==> config.mk <==
export PLATFORM = sky130hd
export DESIGN_NAME = vclz_pred_unit
export DESIGN_NICKNAME = d
export VERILOG_FILES = /design/src/rtl/vclz_pkg.sv /design/src/rtl/vclz_decode.sv /design/src/rtl/vclz_lane_array.sv /design/src/rtl/vclz_byte_merge.sv /design/src/rtl/vclz_pred_unit.sv
export SDC_FILE = /design/constraint.sdc
export NUM_CORES = 1
export LEC_CHECK = 0
export BUFFER_PORTS_ARGS = -buffer_cell sky130_fd_sc_hd__buf_2
export CAP_MARGIN = 0
export CORE_MARGIN = 4
export CORE_UTILIZATION = 30
export CTS_CLUSTER_DIAMETER = 30
export DETAILED_ROUTE_END_ITERATION = 10
export PLACE_DENSITY = 0.46
export SYNTH_ARGS = -nofsm -noshare
export SYNTH_HDL_FRONTEND = slang
export SYNTH_SLANG_ARGS = --single-unit
==> constraint.sdc <==
create_clock -name clk -period 1.8 [get_ports clk]
set_input_delay 0.18 -clock clk [delete_from_list [all_inputs] [get_ports clk]]
set_output_delay 0.18 -clock clk [all_outputs]
set_load 0.03 [all_outputs]
==> src/rtl/vclz_pkg.sv <==
package vclz_pkg;

  typedef enum logic [1:0] {
    ESZ_BYTE = 2'd0,
    ESZ_HALF = 2'd1,
    ESZ_WORD = 2'd2,
    ESZ_RSVD = 2'd3
  } esz_e;

  typedef struct packed {
    logic       illegal;
    esz_e       esz;
    logic [3:0] dst_idx;
    logic [3:0] src_idx;
  } vclz_dec_t;

  // Opcode pattern: bits that must match, and the value they must hold.
  localparam logic [31:0] OPC_CARE  = 32'hFFB3_1FD1;
  localparam logic [31:0] OPC_VALUE = 32'hFFB0_04C0;

  // Leading zeros of the low n bits of v (n <= 32).
  function automatic logic [5:0] clz_n(input logic [31:0] v, input int n);
    logic [5:0] cnt;
    logic       seen;
    cnt  = '0;
    seen = 1'b0;
    for (int i = 31; i >= 0; i--) begin
      if (i < n && !seen) begin
        if (v[i]) seen = 1'b1;
        else      cnt  = cnt + 6'd1;
      end
    end
    return cnt;
  endfunction

endpackage

==> src/rtl/vclz_decode.sv <==
module vclz_decode
  import vclz_pkg::*;
#(
  parameter int INSN_W = 32,
  parameter int NUM_REGS = 8
) (
  input  logic [INSN_W-1:0] insn,
  output vclz_dec_t         dec,
  output logic              opc_ok,
  output logic              size_bad,
  output logic              idx_bad
);
  localparam int IDX_W = 4;

  logic [IDX_W-1:0] dst_w;
  logic [IDX_W-1:0] src_w;

  assign dst_w    = {insn[22], insn[15:13]};
  assign src_w    = {insn[5], insn[3:1]};
  assign opc_ok   = ((insn[31:0] & OPC_CARE) == OPC_VALUE);
  assign size_bad = (insn[19:18] == 2'd3);
  assign idx_bad  = (int'(dst_w) >= NUM_REGS) || (int'(src_w) >= NUM_REGS);

  always_comb begin
    dec.esz     = esz_e'(insn[19:18]);
    dec.dst_idx = dst_w;
    dec.src_idx = src_w;
    dec.illegal = !opc_ok || size_bad || idx_bad;
  end
endmodule

==> src/rtl/vclz_lane_array.sv <==
module vclz_lane_array #(
  parameter int VEC_BYTES = 16,
  parameter int EBYTES    = 1
) (
  input  logic [VEC_BYTES*8-1:0] src,
  output logic [VEC_BYTES*8-1:0] res
);
  localparam int EW    = EBYTES * 8;
  localparam int LANES = VEC_BYTES / EBYTES;

  for (genvar e = 0; e < LANES; e++) begin : g_lane
    logic [31:0] lane_val;
    assign lane_val = 32'(src[e*EW +: EW]);
    assign res[e*EW +: EW] = EW'(vclz_pkg::clz_n(lane_val, EW));
  end
endmodule

==> src/rtl/vclz_byte_merge.sv <==
module vclz_byte_merge #(
  parameter int VEC_BYTES = 16
) (
  input  logic [VEC_BYTES*8-1:0] res,
  input  logic [VEC_BYTES*8-1:0] old,
  input  logic [VEC_BYTES-1:0]   pmask,
  input  logic                   kill,
  output logic [VEC_BYTES-1:0]   byte_en,
  output logic [VEC_BYTES*8-1:0] merged
);
  for (genvar b = 0; b < VEC_BYTES; b++) begin : g_byte
    assign byte_en[b]       = pmask[b] & ~kill;
    assign merged[b*8 +: 8] = byte_en[b] ? res[b*8 +: 8] : old[b*8 +: 8];
  end
endmodule

==> src/rtl/vclz_pred_unit.sv <==
module vclz_pred_unit
  import vclz_pkg::*;
#(
  parameter int VEC_BYTES = 16,
  parameter int INSN_W    = 32,
  parameter int NUM_REGS  = 8
) (
  input  logic                   clk,
  input  logic                   rst_n,
  input  logic                   in_valid,
  input  logic [INSN_W-1:0]      in_insn,
  input  logic [VEC_BYTES*8-1:0] in_src,
  input  logic [VEC_BYTES*8-1:0] in_old,
  input  logic [VEC_BYTES-1:0]   in_pmask,
  output logic                   out_valid,
  output logic [VEC_BYTES*8-1:0] out_result,
  output logic [3:0]             out_dst_idx,
  output logic [3:0]             out_src_idx,
  output logic                   out_illegal
);
  localparam int VEC_W     = VEC_BYTES * 8;
  localparam int NUM_SIZES = 3;

  vclz_dec_t          dec;
  logic               opc_ok;
  logic               size_bad;
  logic               idx_bad;
  logic               dec_illegal;
  logic [VEC_W-1:0]   lane_res [NUM_SIZES];
  logic [VEC_W-1:0]   sel_res;
  logic [VEC_BYTES-1:0] byte_en;
  logic [VEC_W-1:0]   merged;

  vclz_decode #(.INSN_W(INSN_W), .NUM_REGS(NUM_REGS)) u_dec (
    .insn    (in_insn),
    .dec     (dec),
    .opc_ok  (opc_ok),
    .size_bad(size_bad),
    .idx_bad (idx_bad)
  );

  assign dec_illegal = dec.illegal;

  for (genvar g = 0; g < NUM_SIZES; g++) begin : g_width
    vclz_lane_array #(.VEC_BYTES(VEC_BYTES), .EBYTES(1 << g)) u_lanes (
      .src(in_src),
      .res(lane_res[g])
    );
  end

  always_comb begin
    case (dec.esz)
      ESZ_HALF: sel_res = lane_res[1];
      ESZ_WORD: sel_res = lane_res[2];
      default:  sel_res = lane_res[0];
    endcase
  end

  vclz_byte_merge #(.VEC_BYTES(VEC_BYTES)) u_merge (
    .res    (sel_res),
    .old    (in_old),
    .pmask  (in_pmask),
    .kill   (dec_illegal),
    .byte_en(byte_en),
    .merged (merged)
  );

  always_ff @(posedge clk or negedge rst_n) begin
    if (!rst_n) begin
      out_valid   <= 1'b0;
      out_result  <= '0;
      out_dst_idx <= '0;
      out_src_idx <= '0;
      out_illegal <= 1'b0;
    end else begin
      out_valid <= in_valid;
      if (in_valid) begin
        out_result  <= merged;
        out_dst_idx <= dec.dst_idx;
        out_src_idx <= dec.src_idx;
        out_illegal <= dec_illegal;
      end
    end
  end
endmodule

======== Word level (Yosys, flattened, before mapping) ========
Index checks and enable logic that the tools add are counted.
storage, ports and cells
  flip-flop bits (word level) ............. 138
  input port bits ......................... 307
  word-level logic and storage cells ...... 1,133
cells by class
  $add $sub $neg .......................... 240
  order comparisons ....................... 2
  equal/unequal tests ..................... 4
  muxes and demuxes ....................... 861
  bitwise gates (word level) .............. 17
  reductions and logical operators ........ 4
operators with widths
  operator                                                         number
  6-bit 2-to-1 mux                                                 480
  6-bit by 1-bit adder with 6-bit output, second input constant    228
  1-bit 2-to-1 mux                                                 364
  126-bit one-hot mux with 2 select lines                          1
  8-bit 2-to-1 mux                                                 16
  1-bit by 1-bit adder with 2-bit output, second input constant    12
  22-bit == test, second input constant                            1
  1-bit bitwise AND                                                16
  4-bit >= comparator, second input constant                       2
  2-bit == test, second input constant                             2
  1-bit logical OR                                                 3
  2-bit by 1-bit == test with 1-bit output, second input constant  1
  1-bit logical NOT                                                1
  1-bit inverter                                                   1

======== Logic depth before layout (Yosys ltp) ========
  depth after elaboration ................. 96
  depth in mapped cells ................... 106

======== Hierarchy ========
Synthesis repeated with hierarchy kept, for this count alone.
second synthesis, totals
  cells, all modules ...................... 5,661
  area total of the unflattened synthesis .. 41,491.0 um^2
modules (own cells, without submodules)
  module                                times used  cells each  area an instance (um^2)  seq. area each (um^2)
  vclz_lane_array (g_width[2].u_lanes)  1           2,178       14,691.6                 0.0
  vclz_lane_array (g_width[1].u_lanes)  1           1,640       10,996.8                 0.0
  vclz_pred_unit                        1           734         7,649.8                  3,453.3
  vclz_lane_array (g_width[0].u_lanes)  1           909         5,866.9                  0.0
  vclz_byte_merge                       1           177         2,130.8                  0.0
  vclz_decode                           1           23          155.1                    0.0

======== Least setup slack after synthesis ========
Ideal clock, no wire load.
  kind .................................... input port to flip-flop
  start point ............................. in in_src[62]
  end point ............................... reg out_result[36]
  library setup time ...................... 125 ps
  arrival time ............................ 17,754 ps
  data required time ...................... 1,675 ps
  slack ................................... -16,079 ps
  stages .................................. 106
  cell sequence ........................... or2_2 > inv_1 > ha_1 > nor3_1 > nor2_1 > ha_1 > mux2i_1 > a21oi_1 > ha_1 > nand2_1 > nand2_1 > ha_1 > nor2b_1 > o211ai_1 > inv_1 > ha_1 > nor2b_1 > a22o_1 > (+70 left out) > mux2i_1 > o21ai_0 > o21a_1 > ha_1 > inv_1 > a21oi_1 > ha_1 > mux2i_1 > a21oi_1 > ha_1 > nand2_1 > nor2_1 > nand2_1 > xnor2_1 > nor2_1 > a211o_1 > a22o_1 > mux2_4
between the ends
  word-level cells in the longest chain between the ends .. 94
RTL lines
  item                                       RTL line               RTL
  start: declaration                         vclz_pred_unit.sv:12   input logic [VEC_BYTES*8-1:0] in_src,
  6-bit 2-to-1 mux                           vclz_pkg.sv:29         if (v[i]) seen = 1'b1;
  6-bit 2-to-1 mux                           vclz_pkg.sv:28         if (i < n && !seen) begin
  6-bit by 1-bit adder with 6-bit output     vclz_pkg.sv:30         else cnt = cnt + 6'd1;
  6-bit 2-to-1 mux                           vclz_pkg.sv:29
  6-bit 2-to-1 mux                           vclz_pkg.sv:28
  6-bit by 1-bit adder with 6-bit output     vclz_pkg.sv:30
  6-bit 2-to-1 mux                           vclz_pkg.sv:29
  6-bit 2-to-1 mux                           vclz_pkg.sv:28
  (+78 left out)                             --
  6-bit by 1-bit adder with 6-bit output     vclz_pkg.sv:30
  6-bit 2-to-1 mux                           vclz_pkg.sv:29
  6-bit 2-to-1 mux                           vclz_pkg.sv:28
  6-bit by 1-bit adder with 6-bit output     vclz_pkg.sv:30
  6-bit 2-to-1 mux                           vclz_pkg.sv:29
  6-bit 2-to-1 mux *                         vclz_pkg.sv:28
  126-bit one-hot mux with 2 select lines *  vclz_pred_unit.sv:52   case (dec.esz)
  8-bit 2-to-1 mux *                         vclz_byte_merge.sv:13  assign merged[b*8 +: 8] = byte_en[b] ? res[b*8 +: 8] : old[b*8 +: 8];
  end signal: assignment                     vclz_pred_unit.sv:78   out_result <= merged;
  end: declaration                           vclz_pred_unit.sv:16   output logic [VEC_BYTES*8-1:0] out_result,
Every way passes the cells marked *; elsewhere a longest branch is shown, timed or not.
A chain may end at the register's enable or synchronous reset.

======== Worst setup path in the final report ========
  start point ............................. in in_src[63]
  end point ............................... reg out_result[36]
between the ends
  word-level cells in the longest chain between the ends .. 96
RTL lines
  item                                       RTL line
  1-bit 2-to-1 mux                           vclz_pkg.sv:29
  6-bit by 1-bit adder with 6-bit output     vclz_pkg.sv:30
  6-bit 2-to-1 mux                           vclz_pkg.sv:29
  6-bit 2-to-1 mux                           vclz_pkg.sv:28
  6-bit by 1-bit adder with 6-bit output     vclz_pkg.sv:30
  6-bit 2-to-1 mux                           vclz_pkg.sv:29
  6-bit 2-to-1 mux                           vclz_pkg.sv:28
  6-bit by 1-bit adder with 6-bit output     vclz_pkg.sv:30
  (+80 left out)                             --
  6-bit by 1-bit adder with 6-bit output     vclz_pkg.sv:30
  6-bit 2-to-1 mux                           vclz_pkg.sv:29
  6-bit 2-to-1 mux                           vclz_pkg.sv:28
  6-bit by 1-bit adder with 6-bit output     vclz_pkg.sv:30
  6-bit 2-to-1 mux                           vclz_pkg.sv:29
  6-bit 2-to-1 mux *                         vclz_pkg.sv:28
  126-bit one-hot mux with 2 select lines *  vclz_pred_unit.sv:52
  8-bit 2-to-1 mux *                         vclz_byte_merge.sv:13
Marks and branches as above.

==> qor.yml <==
status: "complete, but fails checks"
violations: "negative setup slack"
die_w_um: 322
synth_nets: 4705
dr.pass1.iters: 5
cp.required_ps: 2170
rsz0062_at_grt: "true"
grtUsageTotal: 0.237
coreArea_mm2: 0.0983
path_common_cell: "ha_1"
timing.final.hold_violations: 0
drt-initial-drc-count: 1700
seq_area_frac_synth: 0.116
first_global_vias: 37627
die_area_mm2: 0.104
timing.final.crit_share: 9.40
cts_buffer_depth: 2
final_net_count: 6953
die-height_um: 322
cts_buffers: 17
cts.sinks: 138
cpPeakStageDelay_ps: 340
synth_xor_area_frac: 0.169
crit_path_end_kind: "flip-flop"
layout_commonest_cell: "buf_4"
synth-compound-area-share: 0.200
ant_nets: 0
place_hpwl_um: 106000
worstPathArrival_ps: 17280
antenna_found_initial: 18
clock_latency_ps: 480
yosys_warnings: 0
clk_pin_slew_ps: 80
drt-total-wl_um: 129000
drc: 0
place.port_buffers: 444
grt_pass1_wl_um: 200000
area_growth_pct: 81.2
finalMaxSlewViolations: 0
path_buf_inv: 10
viasPerCell: 4.94
ys_types: 106
ys.flop_type: "dfrtp_1"
syn_area_per_cell_um2: 7.09
synth-edff-count: 0
synth_top_family_by_area: "simple AND/OR/NAND/NOR gates"
p_leak_nw: 24.7
crit_slowest_cell: "xnor3_2"
critPathTopFamily: "adder cells"
rows: 115
relSlewSlack: 0.548
startpoint_type: "input port"
setup_viol: 107
holdWs_ps: 37.0
p_per_area_mw_per_mm2: 304
min_period_ps: 16910
fin_cells: 7734
post-place-ws_ps: -15530
mostFrequentLayoutCells: "1717 x buf_4, 426 x buf_2, 425 x nor2_1, 386 x nand2_1, 251 x xnor2_1"
place_congestion: 0.871
crit_fanout: 3
numPlacedInstances: 7393
start_util: 0.302
synthSimpleGateAreaFrac: 0.305
max_freq_ghz: 0.0591
skew_ps: 0
grt_max_degree: 83
dr_total_vias: 38213
synth_fa_ha_area_frac: 0.0978
worstSetupPathType: "in2reg"
worst_slack_ps: -15110
htreeDepth: 4
hold_path.class: "in2reg"
synth_mux_area_frac: 0.0661
drive_above_1_share: 0.489
synth_area_mm2: 0.0296
ir_drop_v: 0.000660
cts_tree: "built"
synthCells: 4179
wl_per_cell_um: 16.7
worst_pin_slew_ps: 673
synth-seq-cells: 138
pin_count: 445
maxCapViolations: 0
async_flop_share: 1.00
overflow: 0
clockRootBuffer: "clkbuf_16"
-- path summary, 6_finish.rpt --
path,from,to,slack [ps],depth (start not counted)
max in group asynchronous,rst_n,out_result[17],930,3
hold reg to reg,out_dst_idx[3],out_dst_idx[3],500,1
setup reg to reg,out_result[100],out_result[100],930,2
hold / removal,in_valid,out_result[54],40,2
min in group asynchronous,rst_n,out_src_idx[0],170,2
setup / recovery,in_src[63],out_result[36],-15110,107
-- routing by layer --
metal | GRT usage | vias to the layer above | share of wire
met5 | 0 | - | 0.00049
met4 | 0.0429 | 10 | 0.016
met3 | 0.0288 | 116 | 0.036
met2 | 0.423 | 634 | 0.49
met1 | 0.309 | 18020 | 0.46
li1 | - | 19433 | -
-- metrics by stage --
step / setup TNS (ps) / util / instance area, µm² / power (mW)
final: -435410 / 0.547 / 53700 / 16.3
after global routing: -467440 / 0.546 / 53700 / 17.4
after CTS: -438500 / 0.517 / 50800 / 15.7
after detailed placement: -522130 / 0.480 / 47200 / 11.2
after global placement: -514340 / 0.480 / 47200 / 11.2
after floorplan: -429520 / - / 31600 / 7.48
-- registers in the layout, summed over array words and instances (netlist names) --
name         count
out_result     128
out_dst_idx      4
out_src_idx      4
out_illegal      1
out_valid        1
-- area by class of cell --
type                    count  area [µm²]
inverters                 192         751
repair buffers           2394       18000
well taps                1287        1610
clock inverters            11         123
diodes                      9        22.5
flip-flops and latches    138        3450
multi-input cells        3684       29300
clock buffers              19         453
fillers                  9418       44600
-- what timing repair did --
action                                  4_1_cts  5_1_grt
hold buffers                                112        1
endpoints found under the setup margin      120      124
gates resized for setup                     234      482
cloned                                        0        1
pin swaps                                   178      339
buffers inserted                            109      113
endpoints found under the hold margin       225        1
-- logic make-up after synthesis --
family / Yosys count
DFF: 138
buffers and inverters: 357
AOI/OAI and AO/OA: 937
adders and majority gates: 235
and+or+nand+nor: 1832
muxes: 185
xor gates and xnor gates: 495
-- cells in the mapped netlist, types with 15 or more instances --
| cell | n | area share |
|---|---|---|
| a211oi_1 | 36 | 0.0091 |
| a21o_1 | 36 | 0.0091 |
| a21oi_1 | 285 | 0.048 |
| a221oi_1 | 18 | 0.0053 |
| a22oi_1 | 46 | 0.012 |
| a31oi_1 | 40 | 0.0084 |
| and2_1 | 52 | 0.011 |
| and3_1 | 51 | 0.011 |
| buf_2 | 16 | 0.0027 |
| clkbuf_1 | 140 | 0.018 |
| dfrtp_1 | 138 | 0.12 |
| ha_1 | 219 | 0.092 |
| inv_1 | 190 | 0.024 |
| maj3_1 | 16 | 0.0054 |
| mux2_2 | 83 | 0.032 |
| mux2i_1 | 101 | 0.034 |
| nand2_1 | 442 | 0.056 |
| nand2b_1 | 79 | 0.017 |
| nand3_1 | 176 | 0.030 |
| nand3b_1 | 15 | 0.0038 |
| nand4_1 | 49 | 0.010 |
| nor2_1 | 507 | 0.064 |
| nor2b_1 | 114 | 0.024 |
| nor3_1 | 142 | 0.024 |
| nor3b_1 | 24 | 0.0061 |
| nor4_1 | 37 | 0.0078 |
| o211ai_1 | 22 | 0.0056 |
| o21a_1 | 35 | 0.0089 |
| o21ai_0 | 237 | 0.040 |
| o22ai_1 | 15 | 0.0032 |
| or2_2 | 26 | 0.0055 |
| or3_1 | 32 | 0.0068 |
| or4_1 | 17 | 0.0043 |
| xnor2_1 | 288 | 0.085 |
| xnor3_1 | 26 | 0.020 |
| xor2_1 | 153 | 0.045 |
-- power by group --
part	total [mW]	internal, mW	switching [mW]	leakage, nW
combinational	8.96	4.48	4.47	22.8
clock	3.79	2.09	1.70	0.273
sequential	3.57	3.39	0.185	1.60
total	16.3	9.96	6.36	24.7
No activity file was read; power rests on OpenSTA's default activity.
